File: src/rtl/b2_ram_pkg.sv
package b2_ram_pkg;
  typedef enum logic {
    PH_K  = 1'b0,
    PH_KB = 1'b1
  } kphase_e;
endpackage

File: src/rtl/b2_phase_gen.sv
module b2_phase_gen
  import b2_ram_pkg::*;
(
  input  logic    clk,
  input  logic    rst_n,
  output kphase_e phase
);
  kphase_e phase_q;

  always_ff @(posedge clk or negedge rst_n) begin
    if (!rst_n) phase_q <= PH_K;
    else        phase_q <= (phase_q == PH_K) ? PH_KB : PH_K;
  end

  assign phase = phase_q;
endmodule

File: src/rtl/b2_write_demux.sv
module b2_write_demux
  import b2_ram_pkg::*;
#(
  parameter int ADDR_W = 3,
  parameter int BYTE_W = 8,
  parameter int BYTES  = 2,
  localparam int BEAT_W = BYTE_W * BYTES
) (
  input  logic                clk,
  input  logic                rst_n,
  input  kphase_e             phase,
  input  logic                wr_n,
  input  logic [ADDR_W-1:0]   wr_addr,
  input  logic [BEAT_W-1:0]   din,
  input  logic [BYTES-1:0]    bw_n,
  output logic                wr_stb,
  output logic [ADDR_W-1:0]   wr_word_addr,
  output logic [2*BEAT_W-1:0] wr_word,
  output logic [2*BYTES-1:0]  wr_be_n
);
  logic              cmd_pend;
  logic [BEAT_W-1:0] beat0_q;
  logic [BYTES-1:0]  be0_q;

  // K edge: request and first beat; K# edge: second beat joins it
  always_ff @(posedge clk or negedge rst_n) begin
    if (!rst_n) begin
      cmd_pend <= 1'b0;
      beat0_q  <= '0;
      be0_q    <= '1;
    end else if (phase == PH_K) begin
      cmd_pend <= !wr_n;
      beat0_q  <= din;
      be0_q    <= bw_n;
    end else begin
      cmd_pend <= 1'b0;
    end
  end

  assign wr_stb       = cmd_pend && (phase == PH_KB);
  assign wr_word_addr = wr_addr;
  assign wr_word      = {din, beat0_q};
  assign wr_be_n      = {bw_n, be0_q};

  // an array write is always backed by a K-edge request one edge earlier
  assert_write_after_cmd_R5: assert property (@(posedge clk) disable iff (!rst_n)
    wr_stb |-> ($past(!wr_n) && ($past(phase) == PH_K)));
endmodule

File: src/rtl/b2_array.sv
module b2_array #(
  parameter int ADDR_W = 3,
  parameter int BYTE_W = 8,
  parameter int BYTES  = 2,
  localparam int WORD_W = 2 * BYTE_W * BYTES,
  localparam int LANES  = 2 * BYTES,
  localparam int DEPTH  = 1 << ADDR_W
) (
  input  logic              clk,
  input  logic              rst_n,
  input  logic              we,
  input  logic [ADDR_W-1:0] waddr,
  input  logic [WORD_W-1:0] wdata,
  input  logic [LANES-1:0]  wbe_n,
  input  logic [ADDR_W-1:0] raddr,
  output logic [WORD_W-1:0] rdata
);
  logic [WORD_W-1:0] mem [DEPTH];

  function automatic logic [WORD_W-1:0] lane_merge(
    input logic [WORD_W-1:0] old_w,
    input logic [WORD_W-1:0] new_w,
    input logic [LANES-1:0]  be_n);
    logic [WORD_W-1:0] res;
    res = old_w;
    for (int i = 0; i < LANES; i++)
      if (!be_n[i]) res[i*BYTE_W +: BYTE_W] = new_w[i*BYTE_W +: BYTE_W];
    return res;
  endfunction

  always_ff @(posedge clk) begin
    if (we) mem[waddr] <= lane_merge(mem[waddr], wdata, wbe_n);
  end

  assign rdata = mem[raddr];

  // a write with every lane masked leaves the word untouched
  assert_masked_hold_R7: assert property (@(posedge clk) disable iff (!rst_n)
    (we && (&wbe_n)) |=> (mem[$past(waddr)] === $past(mem[waddr])));
endmodule

File: src/rtl/b2_read_mux.sv
module b2_read_mux
  import b2_ram_pkg::*;
#(
  parameter int ADDR_W = 3,
  parameter int BYTE_W = 8,
  parameter int BYTES  = 2,
  localparam int BEAT_W = BYTE_W * BYTES
) (
  input  logic                clk,
  input  logic                rst_n,
  input  kphase_e             phase,
  input  logic                rd_n,
  input  logic [ADDR_W-1:0]   rd_addr,
  output logic [ADDR_W-1:0]   arr_addr,
  input  logic [2*BEAT_W-1:0] arr_word,
  output logic [BEAT_W-1:0]   dout,
  output logic                dout_valid
);
  logic              cmd_v;
  logic [ADDR_W-1:0] cmd_a;
  logic [BEAT_W-1:0] hold_hi;
  logic              hi_pend;

  function automatic logic [BEAT_W-1:0] beat_of(input logic [2*BEAT_W-1:0] w,
                                                input logic sel);
    return sel ? w[2*BEAT_W-1:BEAT_W] : w[BEAT_W-1:0];
  endfunction

  always_ff @(posedge clk or negedge rst_n) begin
    if (!rst_n) begin
      cmd_v      <= 1'b0;
      cmd_a      <= '0;
      hold_hi    <= '0;
      hi_pend    <= 1'b0;
      dout       <= '0;
      dout_valid <= 1'b0;
    end else if (phase == PH_K) begin
      cmd_v <= !rd_n;
      cmd_a <= rd_addr;
      if (cmd_v) begin
        dout       <= beat_of(arr_word, 1'b0);
        hold_hi    <= beat_of(arr_word, 1'b1);
        hi_pend    <= 1'b1;
        dout_valid <= 1'b1;
      end else begin
        dout       <= '0;
        hi_pend    <= 1'b0;
        dout_valid <= 1'b0;
      end
    end else begin
      dout       <= hi_pend ? hold_hi : '0;
      dout_valid <= hi_pend;
      hi_pend    <= 1'b0;
    end
  end

  assign arr_addr = cmd_a;

  // a beat stream starts three edges after a low rd_n seen on a K edge
  assert_valid_start_R3: assert property (@(posedge clk) disable iff (!rst_n)
    $rose(dout_valid) |-> ($past(!rd_n, 3) && ($past(phase, 3) == PH_K)));

  // the low beat is always followed by the high beat
  assert_valid_pair_R4: assert property (@(posedge clk) disable iff (!rst_n)
    (dout_valid && (phase == PH_KB)) |=> dout_valid);

  // idle output is zero
  assert_idle_zero_R4: assert property (@(posedge clk) disable iff (!rst_n)
    !dout_valid |-> (dout == '0));
endmodule

File: src/rtl/sep_io_b2_ram.sv
module sep_io_b2_ram
  import b2_ram_pkg::*;
#(
  parameter int ADDR_W = 3,
  parameter int BYTE_W = 8,
  parameter int BYTES  = 2,
  localparam int BEAT_W = BYTE_W * BYTES
) (
  input  logic              clk,
  input  logic              rst_n,
  output logic              k_phase,
  input  logic              rd_n,
  input  logic [ADDR_W-1:0] rd_addr,
  input  logic              wr_n,
  input  logic [ADDR_W-1:0] wr_addr,
  input  logic [BEAT_W-1:0] din,
  input  logic [BYTES-1:0]  bw_n,
  output logic [BEAT_W-1:0] dout,
  output logic              dout_valid
);
  kphase_e                phase;
  logic                   wr_stb;
  logic [ADDR_W-1:0]      wr_word_addr;
  logic [2*BEAT_W-1:0]    wr_word;
  logic [2*BYTES-1:0]     wr_be_n;
  logic [ADDR_W-1:0]      rd_word_addr;
  logic [2*BEAT_W-1:0]    rd_word;

  b2_phase_gen u_phase (
    .clk   (clk),
    .rst_n (rst_n),
    .phase (phase)
  );

  b2_write_demux #(.ADDR_W(ADDR_W), .BYTE_W(BYTE_W), .BYTES(BYTES)) u_wdemux (
    .clk          (clk),
    .rst_n        (rst_n),
    .phase        (phase),
    .wr_n         (wr_n),
    .wr_addr      (wr_addr),
    .din          (din),
    .bw_n         (bw_n),
    .wr_stb       (wr_stb),
    .wr_word_addr (wr_word_addr),
    .wr_word      (wr_word),
    .wr_be_n      (wr_be_n)
  );

  b2_array #(.ADDR_W(ADDR_W), .BYTE_W(BYTE_W), .BYTES(BYTES)) u_array (
    .clk   (clk),
    .rst_n (rst_n),
    .we    (wr_stb),
    .waddr (wr_word_addr),
    .wdata (wr_word),
    .wbe_n (wr_be_n),
    .raddr (rd_word_addr),
    .rdata (rd_word)
  );

  b2_read_mux #(.ADDR_W(ADDR_W), .BYTE_W(BYTE_W), .BYTES(BYTES)) u_rmux (
    .clk        (clk),
    .rst_n      (rst_n),
    .phase      (phase),
    .rd_n       (rd_n),
    .rd_addr    (rd_addr),
    .arr_addr   (rd_word_addr),
    .arr_word   (rd_word),
    .dout       (dout),
    .dout_valid (dout_valid)
  );

  assign k_phase = (phase == PH_KB);

  // array writes happen only on K# edges
  assert_write_on_kb_R1: assert property (@(posedge clk) disable iff (!rst_n)
    wr_stb |-> k_phase);
endmodule

File: config.mk
export PLATFORM = sky130hd
export DESIGN_NAME = sep_io_b2_ram
export DESIGN_NICKNAME = d
export VERILOG_FILES = /design/src/rtl/b2_ram_pkg.sv /design/src/rtl/b2_phase_gen.sv /design/src/rtl/b2_write_demux.sv /design/src/rtl/b2_array.sv /design/src/rtl/b2_read_mux.sv /design/src/rtl/sep_io_b2_ram.sv
export SDC_FILE = /design/constraint.sdc
export NUM_CORES = 1
export LEC_CHECK = 0
export ABC_CLOCK_PERIOD_IN_PS = 2029
export BUFFER_PORTS_ARGS = -buffer_cell sky130_fd_sc_hd__buf_2
export CAP_MARGIN = 20
export CORE_MARGIN = 2
export CORE_UTILIZATION = 55
export CTS_BUF_LIST = sky130_fd_sc_hd__clkbuf_2 sky130_fd_sc_hd__clkbuf_4 sky130_fd_sc_hd__clkbuf_8
export DETAILED_ROUTE_END_ITERATION = 8
export GPL_TIMING_DRIVEN = 0
export PLACE_DENSITY = 0.72
export SLEW_MARGIN = 15
export SYNTH_ARGS = -nofsm -noshare
export SYNTH_HDL_FRONTEND = slang
export SYNTH_SLANG_ARGS = --single-unit
File: constraint.sdc
create_clock -name clk -period 2.03 [get_ports clk]
set_input_delay 0.3045 -clock clk [delete_from_list [all_inputs] [get_ports clk]]
set_output_delay 0.3045 -clock clk [all_outputs]
set_load 0.02 [all_outputs]
==> impl_metrics.tcl <==
set metrics [dict create \
    status "completed" \
    vias_per_cell 5.96 \
    grt_pass1_vias 6696 \
    multi_input_area_mm2 0.00298 \
    place.gp.congestion 0.810 \
    synth_edf_count 256 \
    drv_cap 0 \
    synth_compound_area_share_pct 5.57 \
    clock_sinks 314 \
    drt-initial-drc-count 734 \
    relSlewSlack_pct 46.2 \
    synthMuxAreaShare_pct 13.4 \
    fp.dieH_um 153 \
    grt_usage_pct 23.1 \
    synth_top_family_by_area "multiplexers" \
    dieArea_mm2 0.0233 \
    synth_common_cells "edfxtp_1 (256), mux2_2 (79), dfrtp_1 (56)" \
    finalHoldViolCount 0 \
    drive_gt1_share_pct 40.7 \
    wl_per_cell_um 24.8 \
    routed_wl_um 27700 \
    grt_antenna_before_repair 2 \
    htree_levels 2 \
    synth-seq-cells 314 \
    syn_area_mm2 0.0122 \
    syn-num-nets 699 \
    synthAdderAreaFrac_pct 0 \
    hp-class "input pin to flop" \
    rsz0062_at_grt "false" \
    yosysUniqueCellTypes 31 \
    drv_slew 0 \
    ys_seq_area_share_pct 75.2 \
    seq_area_mm2 0.00914 \
    preCtsSetupSlack_ns -0.342 \
    comb_power_share_pct 5.9 \
    pwr-share-seq_pct 53.3 \
    power_mw 13.4 \
    dieWidth_um 153 \
    cp_data_arrival_time_ns 2.35 \
    drt-pass1-iter-count 5 \
    synth_cells 671 \
    row_count 54 \
    p_int_mw 10.5 \
    pwr-share-clk_pct 40.7 \
    post-dp-hpwl_um 17400 \
    worstMarginPinSlew_ns 0.807 \
    ant_nets 0 \
    coreArea_mm2 0.0218 \
    fin_ws_ns 0.122 \
    setup-violations-final 0 \
    fin_crit_sh_pct 94.0 \
    synth_xor_area_share_pct 0 \
    cts_tree "built" \
    start_util_pct 55.9 \
    fill_cells 1400 \
    yosys_warnings 0 \
    skew_ns 0.0172 \
    io_buffers 45 \
    grt_max_degree 46 \
    switching_share_pct 21.9 \
    async_reset_ff_share_pct 18.5 \
    crit_fanout 10 \
    switchingPower_mw 2.94 \
    io_pins 46 \
    peakVddDrop_uv 411 \
    fmax_ghz 0.524 \
    power_density_mw_per_mm2 921 \
    start_kind "flop" \
    synthFlopType "edfxtp_1" \
    holdCritStartpoint "bw_n[1]" \
    route.detailed.drc 0 \
    path_clk_slew_ns 0.07 \
    syn_avg_cell_area_um2 18.1 \
    ctsRootBufferMaster "clkbuf_8" \
    min_period_ns 1.91 \
    crit_type "flop to flop" \
    synth_top_area_share_pct 63.2 \
    final_nets 824 \
    crit_required_ns 2.47 \
    cts_inserted_buffers 49 \
    p_leak_nw 5.21 \
    worst_r2r_startpoint "u_rmux.arr_addr[1]" \
    yosys.cell_count.top_type "edfxtp_1" \
    insertion_delay_ns 0.57 \
    area_delta_synth_final_pct 20.0 \
    r2r_setup_slack_ns 0.12 \
    synth_area_leaders "edfxtp_1 (63%), dfrtp_1 (12%), mux2_2 (7.3%)" \
    end_kind "flop" \
    vias 6653 \
    clockBufferDepth 3 \
    synthSimpleGateAreaFrac_pct 3.55 \
    yosys.area.top_type "edfxtp_1" \
    critical_path.startpoint "u_rmux.arr_addr[1]" \
    grt_pass1_wl_um 40000 \
    overflow 0 \
]
==> timing repair <==
item	CTS	global route
gates resized for setup	41	30
setup endpoints to repair	258	264
hold buffers	6	0
cloned	0	0
pin swaps	3	27
hold endpoints to repair	61	0
buffers inserted	0	26
==> through the flow <==
stage | cells | setup TNS (ns) | hold WS [ns] | utilization, % | area (um2)
floorplan | 671 | 0 | 0.00891 | - | 12200
global placement | 996 | -37.87 | 0.475 | 58.5 | 12700
detailed placement | 997 | -52.38 | 0.187 | 58.6 | 12800
CTS | 1094 | -17.85 | 0.0113 | 64.3 | 14000
global route | 1116 | 0 | 0.0226 | 67.0 | 14600
finish | 1117 | 0 | 0.0269 | 67.0 | 14600
==> per-layer routing <==
layer  GRT usage, %  up-vias  wire length, um
li1               -     2880                -
met1           32.9     3387            11200
met2           36.4      332            13300
met3           5.09       52             2430
met4           7.19        2              681
met5              0        -               13
==> flip-flops by register name, summed over array words and instances (netlist names), 2 cells and up <==
register,cells
u_array.mem,256
u_rmux.dout,16
u_wdemux.be0_q,2
u_rmux.hold_hi,16
u_wdemux.beat0_q,16
u_rmux.arr_addr,3
==> final cells by class <==
type                       instances  share of cell area (%)
timing repair buffer              78                    5.47
clock inverter                     9                   0.317
antenna                            1                  0.0172
sequential                       314                    62.7
tap                              280                    2.40
inverter                           2                  0.0515
buffer                            36                    1.75
clock buffer                      82                    6.84
multi-input combinational        315                    20.5
==> critical path: stages (launching register included) <==
cell	delay, ns
dfrtp_1	0.39
buf_2	0.23
nor2_4	0.34
buf_2	0.38
a22oi_1	0.13
a32o_1	0.31
==> worst paths after layout <==
kind                                endpoint  depth (start not counted)
max                           u_rmux.dout[7]                          5
min                        u_wdemux.be0_q[1]                          2
max reg2reg                   u_rmux.dout[7]                          5
min reg2reg                u_rmux.hold_hi[0]                          2
max in group asynchronous  u_wdemux.be0_q[0]                          3
min in group asynchronous    u_rmux.dout[14]                          2
==> power by group through the flow <==
stage | Clock [mW] | Combinational [mW] | Sequential [mW]
final | 5.47 | 0.799 | 7.16
after detailed placement | 0 | 0.706 | 7.29
after global routing | 5.81 | 0.848 | 7.16
after floorplan | 0 | 0.398 | 7.29
after CTS | 5.51 | 0.738 | 7.16
after global placement | 0 | 0.677 | 7.28
==> placed cells by master, fill, tap and decap left out, types with 13 or more instances in the layout <==
| cell | netlist | final |
|---|---|---|
| a22o_1 | 16 | 16 |
| nor2_1 | 49 | 17 |
| o22ai_1 | 29 | 29 |
| o31ai_2 | 16 | 16 |
| clkbuf_8 | 0 | 61 |
| mux2i_1 | 38 | 38 |
| buf_12 | 3 | 26 |
| nor2_4 | 0 | 33 |
| edfxtp_1 | 256 | 256 |
| mux2_2 | 79 | 79 |
| clkbuf_4 | 0 | 21 |
| mux4_2 | 16 | 16 |
| buf_2 | 12 | 57 |
| o31ai_1 | 13 | 13 |
| dfrtp_1 | 56 | 56 |
| nand2_1 | 33 | 33 |
==> kinds of logic after synthesis <==
kind of cell    Yosys count
buf+inv                  42
flops                   314
compound gates           81
simple gates            101
mux                     133
No activity file was read; power rests on OpenSTA's default activity.
